`src/rtl/vctl_pkg.sv`:
```
package vctl_pkg;
  // strobes from the decision logic to the datapath
  typedef struct packed {
    logic clearCnt;  // restart window counts
    logic stepDown;  // one code step down
    logic stepUp;    // one code step up
    logic jumpUp;    // emergency jump up
  } ctlStrobe_t;
endpackage

```
`src/rtl/vctl_control.sv`:
```
module vctl_control
  import vctl_pkg::*;
#(
  parameter int CNT_W = 16
) (
  input  logic             clk,
  input  logic             rstN,
  input  logic             errPulse,
  input  logic             retirePulse,
  input  logic [CNT_W-1:0] retireCnt,
  input  logic [CNT_W-1:0] errCnt,
  input  logic [CNT_W-1:0] windowLen,
  input  logic [CNT_W-1:0] errTarget,
  input  logic [CNT_W-1:0] emergLimit,
  output ctlStrobe_t       strobe
);
  localparam int EXT_W = CNT_W + 1;

  logic [EXT_W-1:0] errTotal;
  logic [EXT_W-1:0] retireNext;
  logic             winDone;
  logic             emerg;

  always_comb begin
    errTotal   = {1'b0, errCnt} + EXT_W'(errPulse);
    retireNext = {1'b0, retireCnt} + EXT_W'(1);
    winDone    = retirePulse && (retireNext >= {1'b0, windowLen});
    emerg      = errTotal > {1'b0, emergLimit};

    strobe.jumpUp   = emerg;
    strobe.clearCnt = emerg || winDone;
    strobe.stepDown = winDone && !emerg && (errTotal < {1'b0, errTarget});
    strobe.stepUp   = winDone && !emerg && (errTotal > {1'b0, errTarget});
  end

  AST_ONE_ACTION: assert property (@(posedge clk) disable iff (!rstN)
    $onehot0({strobe.stepDown, strobe.stepUp, strobe.jumpUp}));
  AST_JUMP_CLEARS: assert property (@(posedge clk) disable iff (!rstN)
    strobe.jumpUp |-> strobe.clearCnt);
  AST_STEP_ON_RETIRE: assert property (@(posedge clk) disable iff (!rstN)
    (strobe.stepDown || strobe.stepUp) |-> retirePulse);
endmodule

```
`src/rtl/vctl_datapath.sv`:
```
module vctl_datapath
  import vctl_pkg::*;
#(
  parameter int CNT_W  = 16,
  parameter int CODE_W = 7
) (
  input  logic              clk,
  input  logic              rstN,
  input  logic              errPulse,
  input  logic              retirePulse,
  input  ctlStrobe_t        strobe,
  input  logic [CODE_W-1:0] jumpStep,
  input  logic [CODE_W-1:0] codeMin,
  input  logic [CODE_W-1:0] codeMax,
  output logic [CNT_W-1:0]  retireCnt,
  output logic [CNT_W-1:0]  errCnt,
  output logic [CODE_W-1:0] voltCode
);
  localparam int SUM_W = CODE_W + 1;
  localparam logic [CNT_W-1:0] CNT_TOP = '1;

  logic [SUM_W-1:0]  jumpSum;
  logic [CODE_W-1:0] codeNext;

  // window counters
  always_ff @(posedge clk) begin
    if (!rstN || strobe.clearCnt) begin
      retireCnt <= '0;
      errCnt    <= '0;
    end else begin
      if (retirePulse && retireCnt != CNT_TOP) retireCnt <= retireCnt + 1'b1;
      if (errPulse && errCnt != CNT_TOP)       errCnt    <= errCnt + 1'b1;
    end
  end

  // code update with saturation
  always_comb begin
    jumpSum  = {1'b0, voltCode} + {1'b0, jumpStep};
    codeNext = voltCode;
    if (strobe.jumpUp) begin
      codeNext = (jumpSum > {1'b0, codeMax}) ? codeMax : jumpSum[CODE_W-1:0];
    end else if (strobe.stepUp) begin
      codeNext = (voltCode < codeMax) ? voltCode + 1'b1 : codeMax;
    end else if (strobe.stepDown) begin
      codeNext = (voltCode > codeMin) ? voltCode - 1'b1 : codeMin;
    end
  end

  always_ff @(posedge clk) begin
    if (!rstN) voltCode <= codeMax;
    else       voltCode <= codeNext;
  end

  AST_RESET_CODE: assert property (@(posedge clk)
    !rstN |=> voltCode == $past(codeMax));
  AST_STEP_DOWN: assert property (@(posedge clk) disable iff (!rstN)
    (strobe.stepDown && voltCode > codeMin) |=> voltCode == $past(voltCode) - 1'b1);
  AST_STEP_UP: assert property (@(posedge clk) disable iff (!rstN)
    (strobe.stepUp && voltCode < codeMax) |=> voltCode == $past(voltCode) + 1'b1);
  AST_FLOOR: assert property (@(posedge clk) disable iff (!rstN)
    (strobe.stepDown && voltCode == codeMin) |=> voltCode == $past(codeMin));
  AST_CEILING: assert property (@(posedge clk) disable iff (!rstN)
    ((strobe.stepUp || strobe.jumpUp) && voltCode <= codeMax) |=> voltCode <= $past(codeMax));
  AST_NO_IDLE_MOVE: assert property (@(posedge clk) disable iff (!rstN)
    !(strobe.stepDown || strobe.stepUp || strobe.jumpUp) |=> $stable(voltCode));
  AST_WINDOW_CLEAR: assert property (@(posedge clk) disable iff (!rstN)
    strobe.clearCnt |=> (retireCnt == '0 && errCnt == '0));
endmodule

```
`src/rtl/err_rate_volt_ctrl.sv`:
```
module err_rate_volt_ctrl
  import vctl_pkg::*;
#(
  parameter int CNT_W  = 16,
  parameter int CODE_W = 7
) (
  input  logic              clk,
  input  logic              rstN,
  input  logic              errPulse,
  input  logic              retirePulse,
  input  logic [CNT_W-1:0]  windowLen,
  input  logic [CNT_W-1:0]  errTarget,
  input  logic [CNT_W-1:0]  emergLimit,
  input  logic [CODE_W-1:0] jumpStep,
  input  logic [CODE_W-1:0] codeMin,
  input  logic [CODE_W-1:0] codeMax,
  output logic [CODE_W-1:0] voltCode
);
  ctlStrobe_t       strobe;
  logic [CNT_W-1:0] retireCnt;
  logic [CNT_W-1:0] errCnt;

  vctl_control #(.CNT_W(CNT_W)) uCtl (
    .clk(clk), .rstN(rstN), .errPulse(errPulse), .retirePulse(retirePulse),
    .retireCnt(retireCnt), .errCnt(errCnt), .windowLen(windowLen),
    .errTarget(errTarget), .emergLimit(emergLimit), .strobe(strobe)
  );

  vctl_datapath #(.CNT_W(CNT_W), .CODE_W(CODE_W)) uDp (
    .clk(clk), .rstN(rstN), .errPulse(errPulse), .retirePulse(retirePulse),
    .strobe(strobe), .jumpStep(jumpStep), .codeMin(codeMin), .codeMax(codeMax),
    .retireCnt(retireCnt), .errCnt(errCnt), .voltCode(voltCode)
  );
endmodule

```
`config.mk`:
```
export PLATFORM = sky130hd
export DESIGN_NAME = err_rate_volt_ctrl
export DESIGN_NICKNAME = d
export VERILOG_FILES = /design/src/rtl/vctl_pkg.sv /design/src/rtl/vctl_control.sv /design/src/rtl/vctl_datapath.sv /design/src/rtl/err_rate_volt_ctrl.sv
export SDC_FILE = /design/constraint.sdc
export NUM_CORES = 1
export LEC_CHECK = 0
export ABC_AREA = 1
export BUFFER_PORTS_ARGS = -buffer_cell sky130_fd_sc_hd__clkbuf_2
export CAP_MARGIN = 15
export CORE_MARGIN = 2
export CORE_UTILIZATION = 45
export CTS_BUF_LIST = sky130_fd_sc_hd__clkbuf_16
export DETAILED_ROUTE_END_ITERATION = 10
export MAX_ROUTING_LAYER = met4
export PLACE_DENSITY_LB_ADDON = 0.08
export SETUP_SLACK_MARGIN = 0.5
export SYNTH_ARGS = -nofsm -noshare
export SYNTH_HDL_FRONTEND = slang
export SYNTH_SLANG_ARGS = --single-unit
```
`constraint.sdc`:
```
create_clock -name clk -period 3.5 [get_ports clk]
set_clock_uncertainty 0.2 [all_clocks]
set_input_delay 0.7 -clock clk [delete_from_list [all_inputs] [get_ports clk]]
set_output_delay 0.7 -clock clk [all_outputs]
set_load 0.02 [all_outputs]
```
# After elaboration in Yosys (flattened, before gate mapping)
# Index checks and enable logic that the tools add are counted.
# W data, S select, Z words.
# word_totals
regBits	39
inputBits	73
out_inout_bits	7
wordCells	37
# classes
n_addsub	7
order_cmp	7
n_eq_ne	3
muxes	7
reduce_logical	10
# ops
operator	n
$mux W7	7
$gt A17 B16 Y1	2
$add A16 B1 Y16 const B	2
$ne A16 B16 Y1 const B	2
$add A16 B1 Y17	1
$add A16 B1 Y17 const B	1
$ge A17 B16 Y1	1
$lt A17 B16 Y1	1
$add A7 B7 Y8	1
$gt A8 B7 Y1	1
$add A7 B1 Y7 const B	1
$gt A7 B7 Y1	1
$lt A7 B7 Y1	1
$sub A7 B1 Y7 const B	1
$logic_and A1 B1 Y1	6
$ne A4 B1 Y1 const B	1
$logic_not A1 Y1	2
$logic_or A1 B1 Y1	2

# Logic depth before layout (Yosys ltp)
# depth
ltp_word	9
ltp_mapped	22
depth_no_buf	22

# Hierarchy
# From an unflattened synthesis, not the netlist that was laid out.
# hier_totals
hier_cells	895
hier_area_um2	5594.1
# modules_own_cells
mod	n_inst	cells_each	area_per_inst_um2	seq_area_each_um2
vctl_datapath	1	545	3553.4	850.8
vctl_control	1	350	2040.7	0.0

# Worst setup path after synthesis
# OpenSTA, ideal clock, no wires.
# synth_path
path_kind	input-to-reg
start	input errPulse
end	register uDp.voltCode[0], enable pin
setup_time_ns	0.360
arrival_time_ns	3.026
t_required_ns	2.940
path_slack_ns	-0.086
path_stages	19
n_path_buf	0
path_cell_list	ha_1 -> ha_1 -> inv_1 -> nor2_4 -> nand2_4 -> nor2_1 -> xnor2_1 -> inv_1 -> ha_1 -> nand2_1 -> nor2_1 -> nand2_1 -> nor3_1 -> nand2_2 -> nand2_4 -> nand2_4 -> nand2_4 -> nor2_4 -> nor2_1
# synth_between
elab_chain_cells	6
word_cells_on_any_way	9
classes_between	1 x add/sub; 3 x order compare; 1 x eq/ne; 4 x reduce/logical
# synth_lines
item	line	text
start: declaration	err_rate_volt_ctrl.sv:9	input logic errPulse,
$add A16 B1 Y17 (*)	vctl_control.sv:25	errTotal = {1'b0, errCnt} + EXT_W'(errPulse);
$gt A17 B16 Y1	vctl_control.sv:28	emerg = errTotal > {1'b0, emergLimit};
$logic_not A1 Y1	vctl_control.sv:32, vctl_control.sv:33	
$logic_and A1 B1 Y1	vctl_control.sv:32, vctl_control.sv:33	
$logic_and A1 B1 Y1 (on tied branches)	vctl_control.sv:33, vctl_control.sv:32	
$ne A4 B1 Y1 (no source line) (*)	-	
end signal: assignment	vctl_datapath.sv:50	if (!rstN) voltCode <= codeMax;
end signal: assignment	vctl_datapath.sv:51	else voltCode <= codeNext;
end: declaration	vctl_datapath.sv:17	output logic [CODE_W-1:0] voltCode
# Every way passes the cells marked *; elsewhere a longest branch is shown, timed or not.
# A chain may end at the register's enable or synchronous reset.

# Final worst setup path
# layout_path
start	input errPulse
end	register uDp.retireCnt[3]
# layout_between
elab_chain_cells	4
# layout_lines
item	line	text
$add A16 B1 Y17	vctl_control.sv:25	
$gt A17 B16 Y1	vctl_control.sv:28	
$logic_or A1 B1 Y1	vctl_control.sv:31	strobe.clearCnt = emerg || winDone;
$logic_or A1 B1 Y1	vctl_datapath.sv:27	if (!rstN || strobe.clearCnt) begin
end signal: assignment	vctl_datapath.sv:31	if (retirePulse && retireCnt != CNT_TOP) retireCnt <= retireCnt + 1'b1;
end: declaration	vctl_datapath.sv:15	output logic [CNT_W-1:0] retireCnt,
# Every way passes these cells.

==> reports/qor.txt <==
Status - complete, no violations
Tcrit/Tclk final - 0.965
Post-synth top flop - dfxtp_1
Post-DP Area - 6010 µm²
I/O pins - 80
Cell chosen for the clock root - clkbuf_16
FF-to-FF path depth - 17
Vias in the first global route - 4799
Count of different cell masters after synthesis - 40
CP startpoint - errPulse
GP Congestion - 0.940
RSZ-0062 raised after global routing - true
Post-Layout Cell Count - 1045
First-pass GRT wire length - 22.0 mm
Netlist Area Pre-Place - 5030 µm²
MaxCap Viol Count - 0
Clock buffer depth - 2
Seq cells post-synth - 39
Mapped Cells - 772
Net Count, Synth - 927
Share of layout cells above drive strength 1 - 0.319
Die area - 12000 µm²
Max Fclk - 296 MHz
Reg2Reg Launch Point - uDp.errCnt[6]$_SDFFE_PP0P_
DRT Pass-1 Iters - 4
Initial core utilization - 0.462
Hold crit path type - register to register
Static Leak - 0.00367 µW
Clk_lat worst skew - 290 ps
Die X - 110 µm
Final setup viols - 0
Core ar. - 10900 µm²
Crit. End Element - register
WL/cell - 13.8 µm
Hold Vio Cnt, Final - 0
Hold Crit Endpoint - uDp.errCnt[0]$_SDFFE_PP0P_
Max-slew headroom - 0.462
Peak VDD IR - 0.278 mV
Crit start category - input pin
Post-synth top area share - 0.201
Commonest non-fill, non-tap cells in the layout - 186 x nand2_1, 127 x inv_1, 78 x clkbuf_2, 69 x ha_1, 47 x buf_4
First DRT Iteration DRCs - 227
Post-Route WL - 14.5 mm
Htree depth - 2
Worst path slowest cell - ha_4
Cell area power density - 244 nW/µm²
Antenna cell count - 0
Hold buffers post-CTS - 0
Critical path class - input pin to register
Final Critical Period - 3380 ps
Congestion Overflow GR - 0
Pre-CTS setup slack - -297 ps
Worst path required time - 3530 ps
Largest cells by area after synthesis - ha_1 20%, nand2_1 15%, dfxtp_1 13%, inv_1 9.8%, xor2_1 6.6%
CTS tree - done
Floorplan row count - 38
Fillcell total - 979
# clock sinks - 39
Crit Path Max Fanout - 8
Clock slew at reported path FFs - 60 ps
FF-to-FF End - uDp.retireCnt[3]$_SDFFE_PP0P_
Post-synth EDFFs - 7
Post-synth ARST share - 0
Die height - 110 µm
Routed vias - 5292
Antenna Nets Post-Route - 0
Placed Instances - 1015
Setup slack, reg-to-reg - 190 ps
Vias per cell - 5.06
Syn Area/Cell - 6.52 µm²
GRT Total Usage - 0.239
Total CTS buffers - 5
Post-route DRC - 0
Yosys warnings - 0
Largest net degree at the start of global routing - 18
Final WS setup - 123 ps
Antenna violations before repair - 0
Hold path start - uDp.errCnt[0]$_SDFFE_PP0P_
Slew @ Worst Pin - 807 ps
Hold path depth - 1
Final net count - 1059
Most common cell after layout, fill and taps aside - nand2_1
Crit path DAT - 3400 ps
Total power draw - 1670 µW
Critical-path cell list - buf_8, ha_4, ha_4, inv_2, nor2_4, nand2_4, nor2_4, xnor2_2, inv_2, ha_4, nand2_2, nor2_2, nand2_2, nor3b_2, nand3_2, nand2_4, nand2_4, nor2_4, clkinv_4, clkbuf_16, a21oi_2
Area grow syn2layout - 36.2%
Post-Layout Inst Area - 6850 µm²
IO Port Bufs - 79
Seq/Total Area, Yosys - 0.169
Count of final max-slew check failures - 0
Largest area contributor in the netlist - ha_1
Final HPWL DP - 11.1 mm
Final hold slack - 292 ps
Crit path largest cell delay - 280 ps
## per-stage QoR
stage,utilization,TNS (ps)
floorplan,-,0
global placement,0.552,-4120
detailed placement,0.552,-6330
CTS,0.582,0
global route,0.629,-895
finish,0.629,0
## worst max-delay path by stage
stage                                         end  cells past startpoint
floorplan               uDp.voltCode[5]$_DFFE_PP_                     20
global placement        uDp.voltCode[5]$_DFFE_PP_                     20
detailed placement      uDp.voltCode[5]$_DFFE_PP_                     20
CTS                     uDp.voltCode[5]$_DFFE_PP_                     21
global route        uDp.retireCnt[8]$_SDFFE_PP0P_                     19
finish              uDp.retireCnt[3]$_SDFFE_PP0P_                     21
## critical path: cells and delay by family
kind                       cells  cell delay (ps)
xor gates and xnor gates       1              150
AOI/OAI and AO/OA              1              100
and+or+nand+nor               11             1300
buffers and inverters          5              570
adders and majority gates      3              570
## synth_stat cells (2+ instances only)
library cell	count
nand2_2	5
xor2_1	38
nor3b_1	2
xnor2_1	11
nand2_4	6
o21a_1	2
nand3_1	40
a21oi_4	2
o21ai_0	14
nand4_1	20
o211ai_1	2
nor3_2	2
or2_2	3
inv_1	131
nor2_2	2
nor2_1	71
clkbuf_1	5
inv_2	2
edfxtp_1	7
ha_1	81
nor2_4	5
a21oi_2	4
nand2_1	200
a21oi_1	53
o21bai_1	3
a21o_1	2
nor3_1	13
dfxtp_1	32
buf_6	3
## state kept, by name, indices dropped and copies added, names as in the netlist
| register | count |
|---|---|
| uDp.errCnt | 16 |
| uDp.retireCnt | 16 |
| uDp.voltCode | 7 |
## power breakdown
group / total (µW) / internal [µW] / switching, µW
Clock: 536 / 348 / 188
Combinational: 643 / 270 / 372
Sequential: 492 / 472 / 20.6
## logic make-up after synthesis
kind of cell,after synthesis,share of synthesized area
simple gates,373,0.329
fa+ha+maj,82,0.205
buf+inv,143,0.111
compound gates,86,0.0997
xor+xnor,49,0.0853
flops,39,0.169
## metal layers
metal / vias up / share of wire / GRT usage
li1: 2741 / - / -
met1: 2418 / 0.47 / 0.321
met2: 114 / 0.48 / 0.396
met3: 19 / 0.037 / 0.0178
met4: 0 / 0.013 / 0.0470
met5: - / 0 / -
## layout make-up
type                    count  area, µm²  area share
flip-flops and latches     39        870       0.127
repair buffers            134        911       0.133
multi-input cells         590       4210       0.614
well taps                 140        175      0.0256
inverters                 134        510      0.0745
clock inverters             1       3.75    0.000548
clock buffers               7        175      0.0256
## what timing repair did
action / CTS / global route
buffers inserted: 5 / 15
pin swaps: 20 / 33
cloned: 0 / 2
endpoints found under the setup margin: 46 / 46
resized for setup: 21 / 91
Note: power is estimated with default switching activity, not from simulation.
